## config.mk

```make
export PLATFORM = sky130hd
export DESIGN_NAME = nan_sieve
export DESIGN_NICKNAME = d
export VERILOG_FILES = /design/src/rtl/nan_sieve_pkg.sv /design/src/rtl/nan_sieve_classify.sv /design/src/rtl/nan_sieve_dflt.sv /design/src/rtl/nan_sieve_quiet.sv /design/src/rtl/nan_sieve.sv
export SDC_FILE = /design/constraint.sdc
export NUM_CORES = 1
export LEC_CHECK = 0
export BUFFER_PORTS_ARGS = -buffer_cell sky130_fd_sc_hd__buf_4
export CAP_MARGIN = 10
export CORE_MARGIN = 2
export CORE_UTILIZATION = 39
export DETAILED_ROUTE_END_ITERATION = 7
export PLACE_DENSITY = 0.87
export SLEW_MARGIN = 20
export SYNTH_ARGS = -nofsm -noshare
export SYNTH_HDL_FRONTEND = slang
export SYNTH_SLANG_ARGS = --single-unit
```

## constraint.sdc

```tcl
create_clock -name clk -period 0.89 [get_ports clk]
set_input_delay 0.0445 -clock clk [delete_from_list [all_inputs] [get_ports clk]]
set_output_delay 0.0445 -clock clk [all_outputs]
set_load 0.005 [all_outputs]
```

## src/rtl/nan_sieve_pkg.sv

```systemverilog
package nan_sieve_pkg;
   typedef struct packed {
      logic nan;
      logic qnan;
      logic snan;
   } nan_flags_t;
endpackage

```

## src/rtl/nan_sieve_classify.sv

```systemverilog
module nan_sieve_classify #(
   parameter int EXP_W  = 8,
   parameter int FRAC_W = 23
) (
   input  logic [EXP_W+FRAC_W:0]   word,
   input  logic                    snan_hi,
   output nan_sieve_pkg::nan_flags_t flags
);
   localparam int WORD_W = 1 + EXP_W + FRAC_W;
   localparam int TOP_F  = FRAC_W - 1;

   logic exp_ones, top_bit, rest_nz;
   logic top_nan, low_nan;

   always_comb begin
      exp_ones = &word[WORD_W-2 -: EXP_W];
      top_bit  = word[TOP_F];
      rest_nz  = |word[TOP_F-1:0];
      top_nan  = exp_ones & top_bit;
      low_nan  = exp_ones & ~top_bit & rest_nz;
      flags.nan  = top_nan | low_nan;
      flags.qnan = snan_hi ? low_nan : top_nan;
      flags.snan = snan_hi ? top_nan : low_nan;
   end
endmodule

```

## src/rtl/nan_sieve_dflt.sv

```systemverilog
module nan_sieve_dflt #(
   parameter int EXP_W  = 8,
   parameter int FRAC_W = 23
) (
   input  logic                  snan_hi,
   input  logic                  dflt_full,
   output logic [EXP_W+FRAC_W:0] word
);
   localparam int WORD_W = 1 + EXP_W + FRAC_W;
   localparam int TOP_F  = FRAC_W - 1;

   logic fill;
   assign fill = snan_hi | dflt_full;

   assign word[WORD_W-1]            = 1'b0;
   assign word[WORD_W-2 -: EXP_W]   = {EXP_W{1'b1}};

   for (genvar i = 0; i < FRAC_W; i++) begin : g_frac
      if (i == TOP_F) begin : g_top
         assign word[i] = ~snan_hi;
      end else begin : g_low
         assign word[i] = fill;
      end
   end
endmodule

```

## src/rtl/nan_sieve_quiet.sv

```systemverilog
module nan_sieve_quiet #(
   parameter int EXP_W  = 8,
   parameter int FRAC_W = 23
) (
   input  logic [EXP_W+FRAC_W:0] word,
   input  logic                  is_snan,
   input  logic                  snan_hi,
   input  logic [EXP_W+FRAC_W:0] dflt,
   output logic [EXP_W+FRAC_W:0] quiet
);
   localparam int WORD_W = 1 + EXP_W + FRAC_W;
   localparam logic [WORD_W-1:0] TOP_MASK = WORD_W'(1) << (FRAC_W - 1);

   always_comb begin
      if (!is_snan)      quiet = word;
      else if (snan_hi)  quiet = dflt;
      else               quiet = word | TOP_MASK;
   end
endmodule

```

## src/rtl/nan_sieve.sv

```systemverilog
module nan_sieve #(
   parameter int EXP_W  = 8,
   parameter int FRAC_W = 23
) (
   input  logic        clk,
   input  logic        rst,
   input  logic        in_valid,
   input  logic [31:0] in_word,
   input  logic        snan_hi,
   input  logic        dflt_full,
   output logic        out_valid,
   output logic        out_nan,
   output logic        out_qnan,
   output logic        out_snan,
   output logic [31:0] out_quiet,
   output logic [31:0] out_dflt
);
   localparam int WORD_W = 1 + EXP_W + FRAC_W;

   if (WORD_W != 32) begin : g_bad_width
      $error("nan_sieve: exponent and fraction widths must total a 32-bit word");
   end
   if (EXP_W < 2 || FRAC_W < 2) begin : g_bad_field
      $error("nan_sieve: fields need at least two bits");
   end

   nan_sieve_pkg::nan_flags_t flags_c;
   logic [WORD_W-1:0] dflt_c, quiet_c;

   nan_sieve_classify #(.EXP_W(EXP_W), .FRAC_W(FRAC_W)) u_cls (
      .word(in_word), .snan_hi(snan_hi), .flags(flags_c));

   nan_sieve_dflt #(.EXP_W(EXP_W), .FRAC_W(FRAC_W)) u_dflt (
      .snan_hi(snan_hi), .dflt_full(dflt_full), .word(dflt_c));

   nan_sieve_quiet #(.EXP_W(EXP_W), .FRAC_W(FRAC_W)) u_qt (
      .word(in_word), .is_snan(flags_c.snan), .snan_hi(snan_hi),
      .dflt(dflt_c), .quiet(quiet_c));

   always_ff @(posedge clk) begin
      if (rst) begin
         out_valid <= 1'b0;
         out_nan   <= 1'b0;
         out_qnan  <= 1'b0;
         out_snan  <= 1'b0;
         out_quiet <= '0;
         out_dflt  <= '0;
      end else begin
         out_valid <= in_valid;
         if (in_valid) begin
            out_nan   <= flags_c.nan;
            out_qnan  <= flags_c.qnan;
            out_snan  <= flags_c.snan;
            out_quiet <= quiet_c;
            out_dflt  <= dflt_c;
         end
      end
   end
endmodule

```

After elaboration in Yosys (flattened, before gate mapping):

Cells that the tools add are included.

* register bits after elaboration: 60
* input bits: 37
* output and inout bits: 68
* logic and storage cells: 19

* reduce and logical (&&, ||, !) cells: 2
* mux-type cells: 4
* bitwise operators: 7

Operator list (number)
* 32-bit two-way mux: 2
* 22-bit OR reduction: 1
* 8-bit AND reduction: 1
* 1-bit AND: 3
* 1-bit two-way mux: 2
* 1-bit inverter: 2
* 1-bit bitwise OR: 2

Longest topological paths before layout:

Gate-level depths: netlist (run 1).

* word-level depth: 5
* gate-level depth with buffers: 5

By module:

Synthesis (run 1) repeated with hierarchy kept, for this count alone.

* cells, all modules: 306
* area, all modules: 3288.2 µm²

By module, submodules not included
* nan_sieve: cells each 219, times used 1, area an instance 2417.3 µm²
* nan_sieve_quiet: cells each 36, times used 1, area an instance 506.7 µm²
* nan_sieve_dflt: cells each 35, times used 1, area an instance 250.2 µm²
* nan_sieve_classify: cells each 16, times used 1, area an instance 113.9 µm²

Worst setup path before layout (run 1):

No wires, ideal clock.

* kind: flip-flop to flip-flop
* start point: reg out_dflt[21] (netlist name)
* end point: reg out_dflt[21]
* slack: -120 ps
* period minus slack after synthesis: 1010 ps
* data arrival time: 923 ps
* required time: 803 ps
* cell stages (with the launch flop): 3
* buffers on the path: 0
* cell sequence: dfxtp_1 -> nor2_1 -> a211oi_1

RTL lines
* to (signal assigned): line nan_sieve.sv:55 `out_dflt <= dflt_c;`
* to (decl): line nan_sieve.sv:16 `output logic [31:0] out_dflt`

Worst setup path in the final report (run 1):

* start point: in in_word[20]
* end point: reg out_quiet[22]

* word-level cells in the longest chain between the ends: 4

Ends and longest elaborated chain
* from (decl): line nan_sieve.sv:8 `input logic [31:0] in_word,`
* 22-bit OR reduction: line nan_sieve_classify.sv:18 `rest_nz = |word[TOP_F-1:0];`
* 1-bit AND: line nan_sieve_classify.sv:20 `low_nan = exp_ones & ~top_bit & rest_nz;`
* 1-bit two-way mux: line nan_sieve_classify.sv:23 `flags.snan = snan_hi ? top_nan : low_nan;`
* 32-bit two-way mux: line nan_sieve_quiet.sv:15 `if (!is_snan) quiet = word;`
* to (signal assigned): line nan_sieve.sv:54 `out_quiet <= quiet_c;`
* to (decl): line nan_sieve.sv:15 `output logic [31:0] out_quiet,`

Every way passes these cells.
A chain may end at the register's enable or synchronous reset.

==> impl_metrics.toml, run 1 <==
[status]
outcome = "complete, but fails checks"
violations = "negative hold slack, negative setup slack"

[yosys]
synth_seq_cells = 39
syn_inst = 204
yosys.area.top_type = "dfxtp_1"
yosysUniqueCellTypes = 30
synth_area_mm2 = 0.00185
synth-warning-count = 0
syn_avg_cell_area_um2 = 9.09
synth_fp_nets = 241
synth.area.top_cells = "dfxtp_1 (42%), buf_4 (12%), nor3_2 (10%)"
synth_top_area_share_pct = 42.1
synth-seq-area-share_pct = 42.1

[placement]
hpwl_um = 3640
post-place-cells = 352
place.gp.congestion = 0.808
port_buffers = 103

[critical_path]
endpoint_kind = "register"
worst-path-max-fanout = 3
r2r_end = "out_dflt[21]$_SDFFE_PP0P_"
crit_arrival_ps = 1140
critPathTopFamily = "simple AND/OR/NAND/NOR gates"
required_ps = 1050
reg2reg_from = "out_dflt[21]$_SDFFE_PP0P_"
critPathLaunchType = "primary input"
crit_chain = "buf_6 > nor4_4 > nand4_1 > buf_4 > o2111ai_2 > nand3_1"
rr_worst_depth = 3
path_buf_inv = 2
cpMaxStageDelayCell = "nor4_4"
critPathMaxStageDelay_ps = 280
reg2reg_slack_ps = 90
critPathKind = "in2reg"

[cts]
cts_max_level = 2
root_buffer = "clkbuf_8"
clkTransAtPathRegs_ps = 70
clkSinkCount = 39
worstSkewPairLatency_ps = 280
cts_tree = "built"
clockBufferDepth = 2
cts_buffers = 5

[timing]
rsz0062_at_grt = "yes"
fmaxAchievable_mhz = 1020
fin_crit_sh_pct = 110
worstMarginPinSlew_ps = 508
finalSetupViolCount = 25
fin_skew_ps = 0
setup-tns-final_ps = -1780
whs_ps = -9.78
hold_violations = 2
relSlewSlack_pct = 66.0
min_period_ps = 978
post-route-worst-setup-slack_ps = -87.8
final_max_slew_viol_count = 0

[routing]
drcViolationCount = 0
via_per_inst = 4.81
wirelength_um = 5260
drt-pass1-iter-count = 4
antenna_left = 0
drt_iter0_markers = 55
routedWlPerCell_um = 14.4
vias = 1750

[min_path]
min_to = "out_quiet[29]$_SDFFE_PP0P_"
hold_path_depth = 3
hp-class = "in2reg"
worstHoldStart = "in_word[29]"

[final_layout]
nNetsFinal = 347
drive_above_1_share_pct = 64.5
final_cells = 364
diodes = 0
finish.utilization_pct = 65.4
syn2layout_area_growth_pct = 64.3
fillers = 374

[floorplanning]
coreArea_mm2 = 0.00466
ios = 105
die_h_um = 73.0
start_util_pct = 39.8
std_cell_rows = 25
die-area_mm2 = 0.00532
die_w_um = 73.0

[grt]
grt_max_degree = 21
antenna_found_initial = 0
grt_pass1_wl_um = 7550
grt-ovfl-total = 0
grt_pass1_vias = 1633
track_usage_pct = 18.4

[pwr]
p_total_mw = 4.17
p_per_area_mw_per_mm2 = 1370
worst_ir_drop_vdd_uv = 1040
cellLeakagePower_nw = 1.38

[job]
maxCapViolCount = 0
-- tightest hold or removal path, cell delays in order --
cell     delay [ps]
buf_6            70
mux2i_1          60
nor2_1           70
-- timing repair --
action / 4_1_cts / 5_1_grt
setup endpoints to repair: 31 / 45
gates cloned: 0 / 2
gates resized for setup: 13 / 28
hold buffers: 0 / 0
pin swaps: 5 / 17
buffers inserted: 1 / 4
-- layer usage --
metal,part of all wire (%),track usage [%],vias to the layer above
li1,-,-,862
met1,38,20.3,819
met2,53,33.4,62
met3,6.8,5.52,7
met4,1.7,6.38,0
met5,0,0,-
-- worst max-delay path by stage --
stage | startpoint | to | slack (ps) | cells past startpoint
CTS | out_dflt[21]$_SDFFE_PP0P_ | out_dflt[11] | -90 | 2
global placement | in_word[1] | out_nan$_SDFFE_PP0P_ | -480 | 6
finish | in_word[20] | out_quiet[22]$_SDFFE_PP0P_ | -90 | 6
global route | out_dflt[21]$_SDFFE_PP0P_ | out_dflt[11] | -110 | 2
detailed placement | in_word[1] | out_nan$_SDFFE_PP0P_ | -470 | 6
floorplan | in_word[30] | out_quiet[10]$_SDFFE_PP0P_ | -50 | 5
-- cell usage in the layout (no fill, tap or decap), drive strengths merged --
cell,Yosys,final
nor3,22,22
a32oi,1,1
inv,2,2
a311oi,1,1
buf,38,138
a21oi,1,1
conb,1,1
clkbuf,2,7
o2111ai,2,2
o31ai,1,1
clkinv,0,1
o32ai,1,1
a211oi,2,2
o311ai,2,2
nand2,4,4
o21ai,1,1
nor2,62,62
dfxtp,39,39
nor2b,2,2
nand2b,2,2
mux2i,9,9
nand4,3,3
nor4,5,5
nand3,1,1
-- cells in the mapped netlist --
library cell	number
nand4_1	2
o2111ai_1	2
a211oi_1	2
nand4_2	1
nor3_2	19
nor2b_1	2
buf_4	29
buf_2	3
o21ai_0	1
o311ai_1	1
nor2_2	19
a32oi_1	1
a21oi_1	1
o32ai_1	1
buf_1	4
o311ai_0	1
conb_1	1
nor4_1	5
inv_1	2
nand3_1	1
nand2b_1	2
nand2_1	4
buf_6	2
dfxtp_1	39
a311oi_1	1
mux2i_1	9
nor2_1	43
nor3_1	3
o31ai_4	1
clkbuf_1	2
-- sequential cells by signal (all words and copies together), names as in the netlist --
name       flops
out_dflt       3
out_nan        1
out_qnan       1
out_quiet     32
out_snan       1
out_valid      1
-- stage by stage --
step / area (µm²) / worst slack [ps]
after global routing: 3050 / -105
after CTS: 2850 / -89.3
after detailed placement: 2690 / -474
after global placement: 2690 / -476
final: 3050 / -87.8
after floorplan: 1870 / -46.7
-- cells by family after synthesis --
family | synth area share, %
compound gates | 5.80
buf+inv | 15.4
flops | 42.1
mux | 4.86
other cells | 0.202
simple gates | 31.6
-- where the power goes --
part	switching, mW	internal, mW	total, mW
sequential	0.0665	1.85	1.92
clock	0.589	0.608	1.20
combinational	0.440	0.615	1.06
-- area by class of cell --
| type | instances | area (µm²) | area share (%) |
|---|---|---|---|
| clock buffer | 6 | 82.6 | 2.71 |
| clock inverter | 1 | 5.00 | 0.164 |
| inverter | 2 | 7.51 | 0.246 |
| multi-input combinational | 123 | 921 | 30.2 |
| sequential | 39 | 788 | 25.9 |
| tap | 54 | 67.6 | 2.22 |
| timing repair buffer | 139 | 1170 | 38.6 |
Power figures use the tool's default switching activity.
==> inputs of run 2 (changes only) <==
Settings changed: CAP_MARGIN 10 to 20, CORE_UTILIZATION 39 to 44, PLACE_DENSITY 0.87 to 0.92.
Clock period 0.89 ns to 1.1 ns, I/O delays scaled along.
==> impl_metrics.toml, run 2 (synthesis gave the netlist of run 1 again) <==
[floorplanning]
die_h_um = 68.9
start_util_pct = 46.0
coreArea_mm2 = 0.00403
die_w_um = 68.9
ios = 105
die-area_mm2 = 0.00475
std_cell_rows = 23

[routing]
drcViolationCount = 0
vias = 1645
antenna_left = 0
drt-pass1-iter-count = 5
drt_iter0_markers = 65
routedWlPerCell_um = 13.2
wirelength_um = 4620
via_per_inst = 4.71

[placement]
dp_slack_ps = -274
place.gp.congestion = 0.798
hpwl_um = 3410
post-place-cells = 341
port_buffers = 103

[final_layout]
multi_input_area_um2 = 817
final_cell_mix = "buf_4 (123), nor2_1 (43), dfxtp_1 (39)"
largest-register = "out_quiet"
final_cells = 349
nNetsFinal = 335
largest_reg_flops = 32
fillers = 316
drive_above_1_share_pct = 58.9
diodes = 0
seq_area_um2 = 781
finish.utilization_pct = 68.1
final_common_cell = "buf_4"
syn2layout_area_growth_pct = 48.0
reg_top3 = "out_quiet: 32 flops, out_dflt: 3 flops"

[min_path]
hp-class = "in2reg"
worstHoldStart = "in_word[29]"

[critical_path]
endpoint_kind = "output pin"
critPathKind = "reg2out"
path_buf_inv = 2
crit_chain = "buf_6 > buf_4"
cpMaxStageDelayCell = "dfxtp_1"
crit_arrival_ps = 960
worst-path-max-fanout = 22
reg2reg_from = "out_dflt[21]$_SDFFE_PP0P_"
critPathTopFamily = "flip-flops"
required_ps = 1040
critPathLaunchType = "register"
crit_start = "out_dflt[21]$_SDFFE_PP0P_"
critPathMaxStageDelay_ps = 350

[timing]
fin_crit_sh_pct = 92.2
whs_ps = 14.2
fin_skew_ps = 0
setup-tns-final_ps = 0
final_max_slew_viol_count = 0
hold_violations = 0
finalSetupViolCount = 0
post-route-worst-setup-slack_ps = 86.0
rsz0062_at_grt = "no"
fmaxAchievable_mhz = 986
min_period_ps = 1010

[cts]
clockBufferDepth = 2
worstSkewPairLatency_ps = 290
root_buffer = "clkbuf_8"
cts_buffers = 5
postCtsSetupBuffers = 0
cts_tree = "built"
cts-hold-fix-buffers = 0
cts_max_level = 2
clkSinkCount = 39
clkTransAtPathRegs_ps = 70

[status]
outcome = "finished, final reports clean"

[job]
maxCapViolCount = 0

[pwr]
p_per_area_mw_per_mm2 = 1170
cellLeakagePower_nw = 1.28
worst_ir_drop_vdd_uv = 898

[grt]
grt-ovfl-total = 0
grt_pass1_wl_um = 6440
track_usage_pct = 18.5
grt_max_degree = 28
grt_pass1_vias = 1456
antenna_found_initial = 0
## run 2: cell types whose count changed in the layout (fill, tap and decap cells not counted), moves of 3 or more
cell	previous run	this run
buf_4	118	123
nor4_4	4	1
buf_6	15	1
nor4_1	0	3
## run 2: stage by stage
stage | power, mW | cell area, µm²
2_1_floorplan | 1.95 | 1850
3_3_place_gp | 2.29 | 2630
3_5_place_dp | 2.32 | 2630
4_1_cts | 3.24 | 2710
5_1_grt | 3.37 | 2740
6_report | 3.21 | 2740
## run 2: power by group
group          switching, mW  total, mW  leakage [nW]  internal (mW)
sequential            0.0498       1.55         0.323           1.50
combinational          0.315      0.741         0.919          0.426
clock                  0.472      0.917        0.0422          0.445
## run 2: path summary, 6_finish.rpt
kind / slack [ps] / cells after the start / to
setup / recovery: 90 / 2 / out_dflt[20]
hold / removal: 10 / 3 / out_quiet[29]$_SDFFE_PP0P_
hold reg to reg: 480 / 2 / out_quiet[22]$_SDFFE_PP0P_
setup reg to reg: 390 / 2 / out_dflt[21]$_SDFFE_PP0P_
## run 2: per-layer routing
layer / global-route usage [%] / wire length, µm / up-vias
li1: - / - / 838
met1: 22.1 / 1820 / 745
met2: 31.0 / 2400 / 54
met3: 5.68 / 317 / 8
met4: 7.35 / 81 / 0
met5: 0 / 0 / -
## run 2: worst register-to-register path: stages, from the launching register on
cell and delay, ps:
dfxtp_1 350, nor2_1 50, a211oi_1 220
## run 2: area by class of cell
class,count,area share (%)
Multi-Input combinational cell,123,29.8
Clock buffer,7,2.78
Inverter,2,0.274
Sequential cell,39,28.5
Tap cell,50,2.28
Clock inverter,1,0.182
Timing Repair Buffer,127,36.3
## run 2: what timing repair did
item / CTS / global route
endpoints found under the setup margin: 0 / 26
hold endpoints to repair: 0 / 0
gates resized for setup: 0 / 5
